===== src/rtl/irqc_pkg.sv =====
package irqc_pkg;

    // Register map of the controller
    typedef enum logic [2:0] {
        A_CTRL  = 3'd0,
        A_OPT   = 3'd1,
        A_CHGEN = 3'd2,
        A_PFLAG = 3'd3,
        A_PEN   = 3'd4,
        A_PORT  = 3'd5
    } reg_addr_e;

    // Bit positions in the control register
    localparam int B_CHG_F = 0;
    localparam int B_EXT_F = 1;
    localparam int B_TMR_F = 2;
    localparam int B_CHG_E = 3;
    localparam int B_EXT_E = 4;
    localparam int B_TMR_E = 5;
    localparam int B_PER_E = 6;
    localparam int B_GLB_E = 7;

    // Bit positions in option and peripheral registers
    localparam int B_EDGE_SEL = 6;
    localparam int B_ADC      = 6;

    typedef enum logic [1:0] {Q1 = 2'd0, Q2 = 2'd1, Q3 = 2'd2, Q4 = 2'd3} qphase_e;

    typedef enum logic [1:0] {V_IDLE = 2'd0, V_DUMMY = 2'd1, V_LOAD = 2'd2} vec_state_e;

endpackage


===== src/rtl/irqc_sync.sv =====
// Two-flop synchronizer for a bus of independent asynchronous bits.
// Assumes each bit is sampled on its own; no bus coherence is given.
module irqc_sync #(
    parameter int W = 1
) (
    input  logic         clk,
    input  logic         rst_n,
    input  logic [W-1:0] d_async,
    output logic [W-1:0] q_sync
);
    logic [W-1:0] meta_q;

    // Two-stage capture of the asynchronous inputs
    always_ff @(posedge clk) begin
        if (!rst_n) begin
            meta_q <= '0;
            q_sync <= '0;
        end else begin
            meta_q <= d_async;
            q_sync <= meta_q;
        end
    end
endmodule


===== src/rtl/irqc_ext_edge.sv =====
// Detects the selected edge on the synchronized external pin and holds it
// pending until the phase window Q4/Q1 in which the flag may be set.
// Assumes pin_s is already synchronized to clk.
module irqc_ext_edge
    import irqc_pkg::*;
(
    input  logic       clk,
    input  logic       rst_n,
    input  logic       pin_s,
    input  logic       rise_sel,
    input  logic [1:0] q_phase,
    output logic       set_flag
);
    logic prev_q;
    logic pend_q;
    logic edge_hit;
    logic in_window;

    assign edge_hit  = rise_sel ? (pin_s & ~prev_q) : (~pin_s & prev_q);
    assign in_window = (q_phase == Q4) || (q_phase == Q1);
    assign set_flag  = pend_q & in_window;

    // Remember last pin level for edge comparison
    always_ff @(posedge clk) begin
        if (!rst_n) prev_q <= 1'b0;
        else        prev_q <= pin_s;
    end

    // Hold a detected edge until the flag window opens
    always_ff @(posedge clk) begin
        if (!rst_n)        pend_q <= 1'b0;
        else if (edge_hit) pend_q <= 1'b1;
        else if (set_flag) pend_q <= 1'b0;
    end

    // a pending edge is consumed in the window, never lost outside it
    p_pend_kept_r2: assert property (@(posedge clk) disable iff (!rst_n)
        (pend_q && !in_window) |=> pend_q);
endmodule


===== src/rtl/irqc_port_change.sv =====
// Compares the synchronized port against a reference captured on every
// port read and reports a difference on any enabled pin. A difference
// arising in the read cycle itself is absorbed by the reload (allowed miss).
module irqc_port_change #(
    parameter int W = 6
) (
    input  logic         clk,
    input  logic         rst_n,
    input  logic [W-1:0] pins_s,
    input  logic [W-1:0] chg_en,
    input  logic         port_rd,
    output logic         set_flag
);
    logic [W-1:0] ref_q;
    logic [W-1:0] diff;

    assign diff     = (pins_s ^ ref_q) & chg_en;
    assign set_flag = (|diff) & ~port_rd;

    // Reload the comparison reference whenever the port is read
    always_ff @(posedge clk) begin
        if (!rst_n)       ref_q <= '0;
        else if (port_rd) ref_q <= pins_s;
    end

    // right after a read, unchanged pins raise no change
    p_quiet_after_read_r4: assert property (@(posedge clk) disable iff (!rst_n)
        ($past(port_rd) && $stable(pins_s) && !port_rd) |-> !set_flag);
endmodule


===== src/rtl/irqc_vec_seq.sv =====
// Four-phase instruction-cycle counter and vector sequencer. A request seen
// at a Q4 edge inserts one dummy instruction cycle, then pulses pc_load in
// Q1 of the following cycle. Assumes req is stable over a clock.
module irqc_vec_seq
    import irqc_pkg::*;
#(
    parameter int PC_W     = 13,
    parameter int VEC_ADDR = 4
) (
    input  logic            clk,
    input  logic            rst_n,
    input  logic            req,
    input  logic            sleeping,
    output logic [1:0]      q_phase,
    output logic            vec_take,
    output logic            vec_dummy,
    output logic            pc_load,
    output logic [PC_W-1:0] pc_vector
);
    qphase_e    q_q;
    vec_state_e st_q, st_d;
    logic       last_phase;

    assign q_phase    = q_q;
    assign last_phase = (q_q == Q4);
    assign vec_take   = (st_q == V_IDLE) && last_phase && req && !sleeping;
    assign vec_dummy  = (st_q == V_DUMMY);
    assign pc_load    = (st_q == V_LOAD) && (q_q == Q1);
    assign pc_vector  = PC_W'(VEC_ADDR);

    // Advance the phase counter every clock
    always_ff @(posedge clk) begin
        if (!rst_n) q_q <= Q1;
        else        q_q <= qphase_e'(q_q + 2'd1);
    end

    // Next vector state, moving only on instruction-cycle boundaries
    always_comb begin
        st_d = st_q;
        case (st_q)
            V_IDLE:  if (vec_take)   st_d = V_DUMMY;
            V_DUMMY: if (last_phase) st_d = V_LOAD;
            V_LOAD:  if (last_phase) st_d = V_IDLE;
            default: st_d = V_IDLE;
        endcase
    end

    // Vector state register
    always_ff @(posedge clk) begin
        if (!rst_n) st_q <= V_IDLE;
        else        st_q <= st_d;
    end

    // phase advances by one each clock
    p_phase_step_r11: assert property (@(posedge clk) disable iff (!rst_n)
        $past(rst_n) |-> (q_phase == 2'($past(q_phase) + 2'd1)));
    // load comes in Q1 right after the dummy cycle
    p_load_after_dummy_r9: assert property (@(posedge clk) disable iff (!rst_n)
        pc_load |-> (q_phase == 2'd0) && $past(vec_dummy));
    // dummy cycle starts in Q1
    p_dummy_start_r9: assert property (@(posedge clk) disable iff (!rst_n)
        $rose(vec_dummy) |-> (q_phase == 2'd0));
    // no vector starts while asleep
    p_no_vec_sleep_r8: assert property (@(posedge clk) disable iff (!rst_n)
        (sleeping && !vec_dummy && !pc_load) |=> !vec_dummy);
endmodule


===== src/rtl/irqc_top.sv =====
// Interrupt flag controller: register file with sticky flags, source
// detectors, request/wake generation and the vector sequencer.
// Assumes tmr_ovf and adc_done are synchronous one-clock pulses and that
// ext_pin and port_pins are asynchronous.
module irqc_top
    import irqc_pkg::*;
#(
    parameter int PORT_W   = 6,
    parameter int PC_W     = 13,
    parameter int VEC_ADDR = 4
) (
    input  logic              clk,
    input  logic              rst_n,
    input  logic              ext_pin,
    input  logic              tmr_ovf,
    input  logic [PORT_W-1:0] port_pins,
    input  logic              adc_done,
    input  logic              reg_we,
    input  logic              reg_re,
    input  logic [2:0]        reg_addr,
    input  logic [7:0]        reg_wdata,
    output logic [7:0]        reg_rdata,
    input  logic              sleeping,
    input  logic              reti,
    output logic              irq,
    output logic              wake,
    output logic [1:0]        q_phase,
    output logic              vec_dummy,
    output logic              pc_load,
    output logic [PC_W-1:0]   pc_vector
);
    localparam int SYNC_W = PORT_W + 1;

    logic [7:0]        ctrl_q, ctrl_d;
    logic              edge_sel_q;
    logic [PORT_W-1:0] chg_en_q;
    logic              pflag_q, pen_q;
    logic [SYNC_W-1:0] sync_out;
    logic              ext_s;
    logic [PORT_W-1:0] pins_s;
    logic              ext_set, chg_set, vec_take, src_pend, port_rd;
    logic              wr_ctrl, wr_opt, wr_chgen, wr_pflag, wr_pen;

    assign wr_ctrl  = reg_we && (reg_addr == A_CTRL);
    assign wr_opt   = reg_we && (reg_addr == A_OPT);
    assign wr_chgen = reg_we && (reg_addr == A_CHGEN);
    assign wr_pflag = reg_we && (reg_addr == A_PFLAG);
    assign wr_pen   = reg_we && (reg_addr == A_PEN);
    assign port_rd  = reg_re && (reg_addr == A_PORT);

    irqc_sync #(.W(SYNC_W)) u_sync (
        .clk     (clk),
        .rst_n   (rst_n),
        .d_async ({ext_pin, port_pins}),
        .q_sync  (sync_out)
    );
    assign ext_s  = sync_out[SYNC_W-1];
    assign pins_s = sync_out[PORT_W-1:0];

    irqc_ext_edge u_ext (
        .clk      (clk),
        .rst_n    (rst_n),
        .pin_s    (ext_s),
        .rise_sel (edge_sel_q),
        .q_phase  (q_phase),
        .set_flag (ext_set)
    );

    irqc_port_change #(.W(PORT_W)) u_chg (
        .clk      (clk),
        .rst_n    (rst_n),
        .pins_s   (pins_s),
        .chg_en   (chg_en_q),
        .port_rd  (port_rd),
        .set_flag (chg_set)
    );

    irqc_vec_seq #(.PC_W(PC_W), .VEC_ADDR(VEC_ADDR)) u_seq (
        .clk       (clk),
        .rst_n     (rst_n),
        .req       (irq),
        .sleeping  (sleeping),
        .q_phase   (q_phase),
        .vec_take  (vec_take),
        .vec_dummy (vec_dummy),
        .pc_load   (pc_load),
        .pc_vector (pc_vector)
    );

    // Any source with its flag and enable(s) set
    assign src_pend = (ctrl_q[B_CHG_F] & ctrl_q[B_CHG_E])
                    | (ctrl_q[B_EXT_F] & ctrl_q[B_EXT_E])
                    | (ctrl_q[B_TMR_F] & ctrl_q[B_TMR_E])
                    | (pflag_q & pen_q & ctrl_q[B_PER_E]);
    assign irq  = ctrl_q[B_GLB_E] & src_pend;
    assign wake = sleeping & src_pend;

    // Control register next value: software write, then hardware overrides
    always_comb begin
        ctrl_d = ctrl_q;
        if (wr_ctrl)  ctrl_d = reg_wdata;
        if (reti)     ctrl_d[B_GLB_E] = 1'b1;
        if (vec_take) ctrl_d[B_GLB_E] = 1'b0;
        if (chg_set)  ctrl_d[B_CHG_F] = 1'b1;
        if (ext_set)  ctrl_d[B_EXT_F] = 1'b1;
        if (tmr_ovf)  ctrl_d[B_TMR_F] = 1'b1;
    end

    // Control register storage
    always_ff @(posedge clk) begin
        if (!rst_n) ctrl_q <= '0;
        else        ctrl_q <= ctrl_d;
    end

    // Option, change-enable and peripheral enable registers
    always_ff @(posedge clk) begin
        if (!rst_n) begin
            edge_sel_q <= 1'b0;
            chg_en_q   <= '0;
            pen_q      <= 1'b0;
        end else begin
            if (wr_opt)   edge_sel_q <= reg_wdata[B_EDGE_SEL];
            if (wr_chgen) chg_en_q   <= reg_wdata[PORT_W-1:0];
            if (wr_pen)   pen_q      <= reg_wdata[B_ADC];
        end
    end

    // Peripheral flag: converter set wins over a software write
    always_ff @(posedge clk) begin
        if (!rst_n)        pflag_q <= 1'b0;
        else if (adc_done) pflag_q <= 1'b1;
        else if (wr_pflag) pflag_q <= reg_wdata[B_ADC];
    end

    // Read data multiplexer
    always_comb begin
        reg_rdata = '0;
        case (reg_addr)
            A_CTRL:  reg_rdata = ctrl_q;
            A_OPT:   reg_rdata[B_EDGE_SEL] = edge_sel_q;
            A_CHGEN: reg_rdata[PORT_W-1:0] = chg_en_q;
            A_PFLAG: reg_rdata[B_ADC] = pflag_q;
            A_PEN:   reg_rdata[B_ADC] = pen_q;
            A_PORT:  reg_rdata[PORT_W-1:0] = pins_s;
            default: reg_rdata = '0;
        endcase
    end

    // flags stay set unless software writes the control register
    p_flags_sticky_r6: assert property (@(posedge clk) disable iff (!rst_n)
        !wr_ctrl |=> ((ctrl_q[2:0] & $past(ctrl_q[2:0])) == $past(ctrl_q[2:0])));
    // no request without global enable
    p_irq_needs_gie_r7: assert property (@(posedge clk) disable iff (!rst_n)
        irq |-> ctrl_q[B_GLB_E]);
    // global enable is off once the dummy cycle begins
    p_gie_off_r10: assert property (@(posedge clk) disable iff (!rst_n)
        $rose(vec_dummy) |-> !ctrl_q[B_GLB_E]);
    // ext flag rises only through a write or in the Q4/Q1 window
    p_ext_window_r2: assert property (@(posedge clk) disable iff (!rst_n)
        ($rose(ctrl_q[B_EXT_F]) && !$past(wr_ctrl)) |->
            ($past(q_phase) == 2'd3 || $past(q_phase) == 2'd0));
    // a pending external source wakes regardless of global enable
    p_wake_r8: assert property (@(posedge clk) disable iff (!rst_n)
        (sleeping && ctrl_q[B_EXT_F] && ctrl_q[B_EXT_E]) |-> wake);
endmodule


===== config.mk =====
export PLATFORM = sky130hd
export DESIGN_NAME = irqc_top
export DESIGN_NICKNAME = d
export VERILOG_FILES = /design/src/rtl/irqc_pkg.sv /design/src/rtl/irqc_sync.sv /design/src/rtl/irqc_ext_edge.sv /design/src/rtl/irqc_port_change.sv /design/src/rtl/irqc_vec_seq.sv /design/src/rtl/irqc_top.sv
export SDC_FILE = /design/constraint.sdc
export NUM_CORES = 1
export LEC_CHECK = 0
export ABC_AREA = 1
export BUFFER_PORTS_ARGS = -buffer_cell sky130_fd_sc_hd__buf_4
export CORE_MARGIN = 2
export CORE_UTILIZATION = 56
export CTS_CLUSTER_DIAMETER = 60
export DETAILED_ROUTE_END_ITERATION = 7
export PLACE_DENSITY = 0.84
export SLEW_MARGIN = 0
export SYNTH_ARGS = -nofsm -noshare
export SYNTH_HDL_FRONTEND = slang
export SYNTH_SLANG_ARGS = --single-unit

===== constraint.sdc =====
create_clock -name clk -period 3.3 [get_ports clk]
set_input_delay 0.165 -clock clk [delete_from_list [all_inputs] [get_ports clk]]
set_output_delay 0.165 -clock clk [all_outputs]
set_load 0.01 [all_outputs]

; Yosys cells after proc, flatten, opt, wreduce, memory -nomap -nowiden
; Index checks and enable logic that the tools add are counted.
; W data, S select, Z words.
[totals]
ff_bits = 43
inputBits = 26
output_inout_bits = 27
word_cells = 89
[classes]
eq_ne = 11
reduce_logical = 24
mux = 17
bitwise_logic = 20
addsub = 1
[ops]
columns = op, n
row1 = $pmux W6 S3, 1
row2 = $reduce_bool A2 Y1, 6
row3 = $and A1 B1 Y1, 11
row4 = $logic_and A1 B1 Y1, 10
row5 = $mux W1, 10
row6 = $mux W8, 1
row7 = $and A6 B6 Y6, 1
row8 = $eq A3 B2 Y1 const B, 2
row9 = $eq A3 B3 Y1 const B, 2
row10 = $mux W2, 3
row11 = $ne A2 B1 Y1 const B, 3
row12 = $pmux W2 S3, 1
row13 = $reduce_or A6 Y1, 1
row14 = $xor A6 B6 Y6, 1
row15 = $eq A2 B2 Y1 const B, 2
row16 = $logic_not A2 Y1, 2
row17 = $not A1 Y1, 4
row18 = $pmux W1 S4, 1
row19 = $eq A3 B1 Y1 const B, 1
row20 = $logic_not A3 Y1, 1
row21 = $or A1 B1 Y1, 3
row22 = $reduce_and A3 Y1, 1
row23 = $add A2 B1 Y2 const B, 1
row24 = $eq A2 B1 Y1 const B, 1
row25 = 3 further kinds, 3

; Longest topological paths before layout
; Gate-level depths: netlist of the first run.
[logic_depth]
word_depth = 9
mapped_depth = 8
mapped_depth_nobuf = 8

; By module
; A second synthesis of the first run with hierarchy kept.
[unflattened]
cells_unflattened = 304
area_unflattened_um2 = 2079.5
[by_module_without_submodules]
columns = module, seq_area_each_um2, area_each_um2, cells_each, n_inst
row1 = irqc_top, 340.3, 928.4, 145, 1
row2 = irqc_sync, 280.3, 396.6, 43, 1
row3 = irqc_port_change, 120.1, 326.6, 55, 1
row4 = irqc_vec_seq, 80.1, 306.5, 41, 1
row5 = irqc_ext_edge, 40.0, 121.4, 20, 1

; Worst setup path after synthesis of the first run
; OpenSTA, ideal clock, no wires.
[synth_path]
path_kind = reg2reg
from = register u_seq.q_q[0] (netlist: u_seq.q_phase[0])
to = register u_seq.st_q[0]
setup_slack_ns = 2.171
synth_period_minus_slack_ns = 1.129
path_buffers = 0
path_stages_with_launch = 5
setup_ns = 0.070
t_required_ns = 3.230
arrival_ns = 1.059
cell_sequence = dfxtp_1 ha_1 nand3_1 or2_2 a21oi_1
[synth_via]
elab_chain_cells = 6
elab_cells_between_ends = 8
cone_classes = eq/ne (4) / reduce/logical (4)
[synth_rtl]
columns = item, line
row1 = "start, declared", irqc_vec_seq.sv:20  ; qphase_e q_q;
row2 = "start signal, assigned", irqc_vec_seq.sv:34  ; else q_q <= qphase_e'(q_q + 2'd1);
row3 = $eq A2 B2 Y1 (*), irqc_vec_seq.sv:25  ; assign last_phase = (q_q == Q4);
row4 = $logic_and A1 B1 Y1 (3 in a row), irqc_vec_seq.sv:26  ; assign vec_take = (st_q == V_IDLE) && last_phase && req && !sleeping;
row5 = $ne A2 B1 Y1 (no line), --
row6 = $reduce_and A3 Y1 (no line) (*), --
row7 = "end signal, assigned", irqc_vec_seq.sv:51  ; else st_q <= st_d;
row8 = "end, declared", irqc_vec_seq.sv:21  ; vec_state_e st_q, st_d;
; Every way passes the cells marked *; elsewhere a longest branch is shown, timed or not.
; A chain may end at the register's enable or synchronous reset.

; Final worst setup path of the first run
[layout_path]
from = register u_seq.q_q[0] (netlist: u_seq.q_phase[0])
to = output pc_load
[layout_via]
elab_chain_cells = 2
[layout_rtl]
columns = item, line
row1 = $logic_not A2 Y1, irqc_vec_seq.sv:28  ; assign pc_load = (st_q == V_LOAD) && (q_q == Q1);
row2 = $logic_and A1 B1 Y1, irqc_vec_seq.sv:28
row3 = "end, declared", irqc_top.sv:29  ; output logic pc_load,
; Every way passes these cells.

==> flow_metrics.tcl, run 1 <==
set metrics [dict create \
    setup_violations 0 \
    max_freq_mhz 677 \
    synth-warning-count 0 \
    synth_compound_area_share_pct 12.1 \
    drt_iter0_markers 116 \
    yosys.area_share.simple_pct 27.0 \
    coreArea_mm2 0.00336 \
    worstSetupStartpointType "register" \
    synth.distinct_cells 26 \
    power_density_mw_per_mm2 424 \
    post_cts_resized 0 \
    pre_cts_slack_ps 1890 \
    overflow 0 \
    synth_seq_area_share_pct 43.2 \
    drive_gt1_share_pct 17.1 \
    cts_buffers 5 \
    fill_cells 284 \
    syn_to_final_growth_pct 21.3 \
    drc 0 \
    post-cts-setup-buffer-count 0 \
    rows 21 \
    synth-xor-area-share_pct 0 \
    vias_per_cell 4.80 \
    syn_area_per_cell_um2 7.08 \
    antenna_cells 0 \
    die_x_um 63.6 \
    gp_congestion 0.797 \
    grt_first_pass_wirelength_um 6900 \
    critPathKind "register to output port" \
    dieArea_mm2 0.00405 \
    period_minus_slack_ps 1480 \
    cts_sinks 43 \
    synth_seq_cells 43 \
    hpwl_um 3000 \
    peakVddDrop_mv 0.379 \
    synthMuxAreaShare_pct 0 \
    nNetsFinal 355 \
    cts_buffer_depth 2 \
    drt_wl_total_um 4140 \
    boundaryPins 53 \
    period_share_pct 44.8 \
    cts_tree "yes" \
    worst_slack_ps 1820 \
    vias 1795 \
    endpoint "pc_load" \
    fin_worst_skew_ps 17.7 \
    hold_ws_ps 39.2 \
    die_h_um 63.6 \
    slew_violations 0 \
    grt_antenna_before_repair 0 \
    grt_pass1_vias 1590 \
    firstDrtPassIters 4 \
    fin_setup_tns_ps 0 \
    status "finished clean" \
    drtAntennaViolNets 0 \
    worstPathMaxFanout 4 \
    synth_top_family_by_area "simple AND/OR/NAND/NOR gates" \
    cts_max_level 2 \
    initial_utilization_pct 59.2 \
    clk_pin_slew_ps 130 \
    insertion_delay_ps 360 \
    synthAdderAreaFrac_pct 1.26 \
    hold_path.class "primary input to register" \
    cp_data_arrival_time_ps 1310 \
    reg2reg_to "u_seq.st_q[0]" \
    leakagePower_nw 1.20 \
    rsz0062_at_grt "no" \
    crit_required_ps 3130 \
    grt_max_degree 37 \
    drv_cap 0 \
    crit_start "u_seq.q_phase[0]" \
    endpoint_kind "output port" \
    netlist_area_mm2 0.00199 \
    syn_inst 281 \
    r2r.worst_path.cells 4 \
    grt_use_total_pct 22.0 \
    hold_viol 0 \
    reg2reg_from "u_seq.q_phase[0]" \
    wl_per_cell_um 11.1 \
    p_total_mw 1.02 \
    numPortBuffers 39 \
    r2r_slack_ps 2110 \
    clk_root_buffer_cell "clkbuf_4" \
]
==> repair_timing <==
action                                  in CTS  in global routing
hold buffers                                 7                  0
endpoints found under the setup margin       0                  0
endpoints found under the hold margin        7                  0
==> worst min path at each step <==
| stage | from | end | cells past startpoint |
|---|---|---|---|
| floorplan | port_pins[0] | u_sync.meta_q[0] | 2 |
| global placement | port_pins[5] | u_sync.meta_q[5] | 3 |
| detailed placement | port_pins[3] | u_sync.meta_q[3] | 3 |
| CTS | reg_wdata[3] | chg_en_q[3] | 3 |
| global route | reg_wdata[2] | chg_en_q[2] | 3 |
| finish | reg_wdata[2] | chg_en_q[2] | 3 |
==> metal layers <==
metal	vias to the layer above	GRT usage, %	share of wire [%]	wire [um]
met2	54	37.9	49	2020
met5	-	0	0	0
li1	941	-	-	-
met1	796	26.8	45	1860
met4	0	7.34	0.97	40
met3	4	5.36	5.3	221
==> worst max-delay path, cell delays in order, from the launching register on <==
cell and delay, ps:
dfxtp_1 390, inv_1 60, ha_1 190, and3_1 180, buf_4 140
==> sequential cells by signal, summed over array words and instances (netlist names) <==
name / count
edge_sel_q: 1
pen_q: 1
u_ext.prev_q: 1
u_seq.q_phase: 2
u_chg.ref_q: 6
u_sync.meta_q: 7
u_seq.st_q: 2
ctrl_q: 8
u_ext.pend_q: 1
pflag_q: 1
u_sync.q_sync: 7
chg_en_q: 6
==> stage by stage <==
stage,std cells,cell area (um2),util [%]
2_1_floorplan,292,2030,-
3_3_place_gp,359,2260,67.2
3_5_place_dp,359,2260,67.2
4_1_cts,374,2410,71.8
5_1_grt,374,2410,71.8
6_report,374,2410,71.8
==> report_power, final <==
part           switching [mW]  internal (mW)  leakage [nW]
combinational          0.0680         0.0533         0.803
clock                   0.168          0.179        0.0482
sequential             0.0143          0.542         0.352
==> final cells by class <==
type | count | area, um2 | share of cell area, %
Multi-Input combinational cell | 180 | 853 | 35.3
Clock buffer | 6 | 51.3 | 2.12
Clock inverter | 2 | 35.0 | 1.45
Inverter | 51 | 194 | 8.03
Timing Repair Buffer | 46 | 363 | 15.0
Sequential cell | 43 | 861 | 35.6
Tap cell | 46 | 57.6 | 2.38
==> cells by family after synthesis <==
family | count (synthesis)
compound gates | 46
fa+ha+maj | 2
buf+inv | 69
flops | 43
other cells | 2
simple gates | 119
==> synth_stat cells, drive strengths merged <==
library cell,number,share of area (%)
buf,15,5.7
clkbuf,3,0.57
or2,1,0.31
conb,2,0.38
nor2,32,7.6
o211ai,4,1.5
ha,2,1.3
o21ai,20,5.0
nand4,6,1.9
inv,51,9.7
dfxtp,43,43
o22ai,1,0.31
nor3,1,0.82
a21oi,21,5.3
nand3,14,3.5
nand2,64,13
and3,1,0.31
==> layout by cell type, fill, tap and decap left out, drive strengths merged, types with 7 or more instances in the layout <==
cell type | netlist | routed
nand2 | 64 | 64
buf | 15 | 39
dlygate4sd3 | 0 | 7
inv | 51 | 51
nand3 | 14 | 14
dfxtp | 43 | 43
nor2 | 32 | 32
a21oi | 21 | 21
conb | 2 | 13
o21ai | 20 | 20
(Power assumes the default switching activity.)
==> inputs of run 2 (changes only) <==
- CORE_UTILIZATION: 56 -> 47
- PLACE_DENSITY: 0.84 -> 0.75
- clock period: 3.3 -> 1.25 ns (I/O delays scaled with it)
==> run 2 against run 1 <==
Register-to-register slack got worse by 2000 ps. Power increased to 2.6 times the previous value. Combinational power increased to 2.7 times the previous value. Routed wire length decreased by 0.53%. Design area increased by 2.2%. Sequential power increased to 2.6 times the previous value. Cell count increased by 1.9%. Clock power increased by 140%. Critical path type unchanged. Highest routed layer unchanged.
==> flow_metrics.tcl, run 2 (synthesis gave the netlist of run 1 again) <==
set metrics [dict create \
    status "finished clean" \
    max_freq_mhz 837 \
    insertion_delay_ps 290 \
    drt_wl_total_um 4120 \
    cp_slowest_stage_delay_ps 370 \
    p_total_mw 2.63 \
    hold_path.class "primary input to register" \
    vias 1808 \
    antenna_cells 0 \
    overflow 0 \
    grt_pass1_vias 1641 \
    power_density_mw_per_mm2 1070 \
    reg2reg_from "u_seq.q_phase[0]" \
    endpoint_kind "output port" \
    critPathKind "register to output port" \
    cp_data_arrival_time_ps 1130 \
    numPortBuffers 39 \
    fin_setup_tns_ps 0 \
    period_share_pct 95.6 \
    crit_chain "inv_2, ha_2, and3_4, buf_6" \
    drt_iter0_markers 66 \
    setup_violations 0 \
    min_delay_path_depth 3 \
    drtAntennaViolNets 0 \
    cp_slowest_cell "dfxtp_4" \
    largest_reg_flops 8 \
    holdPathEnd "chg_en_q[4]" \
    switchingPower_mw 0.662 \
    initial_utilization_pct 49.4 \
    drc 0 \
    syn_to_final_growth_pct 24.0 \
    firstDrtPassIters 4 \
    top_register "ctrl_q" \
    cts_buffer_depth 2 \
    fill_cells 390 \
    worstPathMaxFanout 4 \
    period_minus_slack_ps 1200 \
    grt_max_degree 29 \
    leakagePower_nw 1.20 \
    final_design_area_no_fill_mm2 0.00247 \
    p_int_mw 1.97 \
    slew_violations 0 \
    die_x_um 69.1 \
    nNetsFinal 358 \
    worstSetupStartpointType "register" \
    crit_required_ps 1190 \
    rows 23 \
    gp_congestion 0.846 \
    largestRegisters "ctrl_q: 8 flops, u_sync.meta_q: 7 flops, u_sync.q_sync: 7 flops" \
    drv_cap 0 \
    grt_antenna_before_repair 0 \
    worst_slack_ps 54.7 \
    layout.cells.non_filler 381 \
    reg2reg_to "u_seq.st_q[0]" \
    hold_viol 0 \
    wl_per_cell_um 10.8 \
    boundaryPins 53 \
    die_h_um 69.1 \
    placed_cells 366 \
    drive_gt1_share_pct 20.8 \
    cts_sinks 43 \
    final_cell_mix "nand2_1, inv_1, buf_4" \
    vias_per_cell 4.75 \
    coreArea_mm2 0.00403 \
    post-cts-setup-buffer-count 0 \
    grt_use_total_pct 17.6 \
    dieArea_mm2 0.00477 \
    r2r_slack_ps 120 \
    fin_worst_skew_ps 2.62 \
    pwr-share-comb_pct 12.5 \
    clk_root_buffer_cell "clkbuf_8" \
    p_sw_share_pct 25.1 \
    postPlaceCellArea_mm2 0.00229 \
    hp-start "reg_wdata[4]" \
    cts_tree "yes" \
    rsz0062_at_grt "no" \
    final_common_cell "nand2_1" \
    p_clk_share_pct 31.7 \
    pre_cts_slack_ps 28.3 \
    seq_power_share_pct 55.7 \
    hpwl_um 3110 \
    peakVddDrop_mv 0.815 \
    cts_max_level 2 \
    grt_first_pass_wirelength_um 6960 \
    r2r.worst_path.cells 4 \
    cts_buffers 5 \
    clk_pin_slew_ps 80 \
]
[run 2: cell types whose count changed in the layout (fill, tap and decap cells not counted), moves of 4 or more]
cell	delta
clkbuf_8	+4
dfxtp_2	+5
dfxtp_1	-6
clkbuf_4	-5
[run 2: timing repair]
item / in CTS / in global routing
gates resized for setup: 1 / 13
endpoints found under the hold margin: 7 / 0
hold buffers: 7 / 0
endpoints found under the setup margin: 1 / 10
[run 2: area by class of cell]
type	instances	area, um2	area share [%]
clock buffers	7	76.3	3.09
well taps	50	62.6	2.53
inverters	51	198	8.01
multi-input cells	180	867	35.1
flip-flops and latches	43	871	35.3
repair buffers	49	389	15.8
clock inverters	1	5.00	0.203
[run 2: per-layer routing]
metal	track usage [%]	wire (um)
met5	0	0
met3	3.95	178
met2	31.7	2040
met4	4.58	36
met1	21.0	1860
[run 2: worst max path at each step]
stage	slack, ps	to	start
6_report	50	pc_load	u_seq.q_phase[0]
3_3_place_gp	60	reg_rdata[3]	reg_addr[2]
4_1_cts	5	pc_load	u_seq.q_phase[0]
2_1_floorplan	120	u_seq.st_q[0]	u_seq.q_phase[0]
3_5_place_dp	30	reg_rdata[3]	reg_addr[2]
5_1_grt	3	wake	pflag_q
[run 2: power groups by stage]
stage | Combinational, mW | Clock [mW] | Sequential, mW
detailed placement | 0.308 | 0 | 1.50
global route | 0.373 | 0.912 | 1.48
floorplan | 0.203 | 0 | 1.49
CTS | 0.327 | 0.846 | 1.47
finish | 0.331 | 0.835 | 1.47
global placement | 0.301 | 0 | 1.50
[run 2: worst max-delay path, delay by kind of cell (launching register included)]
family,cells,cell delay [ps]
and+or+nand+nor,1,170
adders and majority gates,1,170
DFF,1,370
buffers and inverters,2,140
[run 2: metrics by stage]
stage	hold slack [ps]	util, %
after floorplan	160	-
after global placement	243	56.7
after detailed placement	249	56.7
after CTS	10.4	60.5
after global routing	32.1	61.3
final	13.9	61.3
==> inputs of run 3 (changes only) <==
- CORE_UTILIZATION: 47 -> 26
- PLACE_DENSITY: 0.75 -> default
==> run 3 against run 2 <==
First-iteration DRC count up 35%. Fmax down 0.57%. Power up 5.7%. Clock skew up 5.0 ps. Sequential share of layout area down 2.2 points. Critical path type unchanged. Count of clock-buffer cells in the layout up 1. Worst hold slack better by 1.9 ps. Routed wire length up 7.3%. Cell count up 15%. Critical endpoint unchanged. Core utilization down 25 points. Die area up 75%. Non-clock buffer count up 8.
==> flow_metrics.tcl, run 3 (synthesis gave the netlist of run 1 again) <==
set metrics [dict create \
    die_x_um 91.5 \
    p_int_mw 2.10 \
    crit_required_ps 1190 \
    r2r_slack_ps 110 \
    p_total_mw 2.78 \
    peakVddDrop_mv 0.477 \
    clk_pin_slew_ps 80 \
    leakagePower_nw 1.26 \
    rows 31 \
    grt_antenna_before_repair 0 \
    antenna_cells 0 \
    fill_cells 773 \
    largestRegisters "ctrl_q: 8 flops, u_sync.meta_q: 7 flops, u_sync.q_sync: 7 flops" \
    clk_root_buffer_cell "clkbuf_8" \
    seq_power_share_pct 52.8 \
    rsz0062_at_grt "yes" \
    grt_max_degree 30 \
    critPathKind "register to output port" \
    vias 1830 \
    multi_input_area_um2 883 \
    drv_cap 0 \
    cts_tree "yes" \
    min_delay_path_depth 3 \
    period_share_pct 96.2 \
    nNetsFinal 366 \
    switchingPower_mw 0.682 \
    drt_wl_total_um 4420 \
    wl_per_cell_um 10.1 \
    grt_pass1_vias 1650 \
    worstPathMaxFanout 3 \
    p_clk_share_pct 34.4 \
    cts_buffers 5 \
    pre_cts_slack_ps 73.4 \
    reg2reg_to "u_seq.st_q[0]" \
    drt_iter0_markers 89 \
    max_freq_mhz 832 \
    numPortBuffers 39 \
    worst_slack_ps 47.9 \
    initial_utilization_pct 27.2 \
    slew_violations 0 \
    worstSetupStartpointType "register" \
    endpoint_kind "output port" \
    hpwl_um 3360 \
    die_h_um 91.5 \
    grt_first_pass_wirelength_um 7710 \
    overflow 0 \
    largest_reg_flops 8 \
    vias_per_cell 4.18 \
    r2r.worst_path.cells 5 \
    period_minus_slack_ps 1200 \
    status "finished clean" \
    final_util_pct 35.8 \
    layout.cells.non_filler 438 \
    drtAntennaViolNets 0 \
    syn_to_final_growth_pct 32.0 \
    cts_max_level 2 \
    final_cell_mix "nand2_1, inv_1, buf_4" \
    setup_violations 0 \
    firstDrtPassIters 4 \
    fin_worst_skew_ps 7.65 \
    pwr-share-comb_pct 12.8 \
    final_common_cell "nand2_1" \
    cts_sinks 43 \
    power_density_mw_per_mm2 1060 \
    boundaryPins 53 \
    holdPathEnd "ctrl_q[7]" \
    reg2reg_from "u_seq.q_phase[0]" \
    hp-start "reg_wdata[7]" \
    coreArea_mm2 0.00733 \
    cts_buffer_depth 2 \
    drc 0 \
    final-seq-area_um2 870 \
    gp_congestion 0.807 \
    placed_cells 418 \
    drive_gt1_share_pct 23.0 \
    p_sw_share_pct 24.5 \
    hold_path.class "primary input to register" \
    grt_use_total_pct 11.5 \
    hold_viol 0 \
    cp_data_arrival_time_ps 1140 \
    top_register "ctrl_q" \
    insertion_delay_ps 290 \
    dieArea_mm2 0.00837 \
    hold_ws_ps 15.8 \
]
run 3: changes by cell type in the layout (fill, tap and decap cells not counted), moves of 2 or more:
| cell | before | now |
|---|---|---|
| buf_4 | 41 | 46 |
| clkbuf_8 | 5 | 7 |
| dfxtp_2 | 5 | 7 |
| dlygate4sd3_1 | 7 | 10 |
| nand2_1 | 62 | 60 |
| nand2_2 | 1 | 3 |
| nand3_1 | 14 | 12 |
| nand3_2 | 0 | 2 |
run 3: repair_timing:
action                                  CTS  global route
pin swaps                                 1             2
hold buffers                             10             0
resized for setup                         2            15
endpoints found under the setup margin    1            10
buffers inserted                          2             0
hold endpoints to repair                 10             0
run 3: power by group through the flow:
stage	combinational [mW]	sequential [mW]	clock (mW)
after floorplan	0.203	1.49	0
after CTS	0.354	1.47	1.00
final	0.356	1.47	0.958
after global routing	0.407	1.48	1.06
after detailed placement	0.322	1.50	0
after global placement	0.318	1.50	0
run 3: metrics by stage:
stage | setup TNS (ps) | instance area (um2)
floorplan | 0 | 2030
global placement | 0 | 2370
detailed placement | 0 | 2370
CTS | 0 | 2590
global route | -40.9 | 2630
finish | 0 | 2630
run 3: metal layers:
metal	GRT usage (%)	vias to the layer above	routed length, um
met2	17.2	38	1980
met3	3.32	6	249
met1	15.9	826	2130
met5	0	-	0
li1	-	960	-
met4	3.91	0	64
run 3: worst max-delay path by stage:
stage / startpoint / slack, ps / endpoint
2_1_floorplan: u_seq.q_phase[0] / 120 / u_seq.st_q[0]
6_report: u_seq.q_phase[1] / 50 / pc_load
3_3_place_gp: reg_addr[2] / 70 / reg_rdata[5]
5_1_grt: ctrl_q[6] / -30 / wake
3_5_place_dp: reg_addr[2] / 70 / reg_rdata[3]
4_1_cts: u_seq.q_phase[0] / 30 / u_seq.st_q[0]
run 3: area by class of cell:
cell class | count | share of cell area (%)
multi-input combinational | 180 | 33.6
sequential | 43 | 33.1
timing repair buffer | 57 | 17.4
inverter | 51 | 7.38
tap | 99 | 4.71
clock buffer | 8 | 3.81
run 3: worst max-delay path: stages (launching register included):
cell and delay, ps:
dfxtp_2 370, inv_1 50, ha_2 160, and3_1 140, buf_4 140
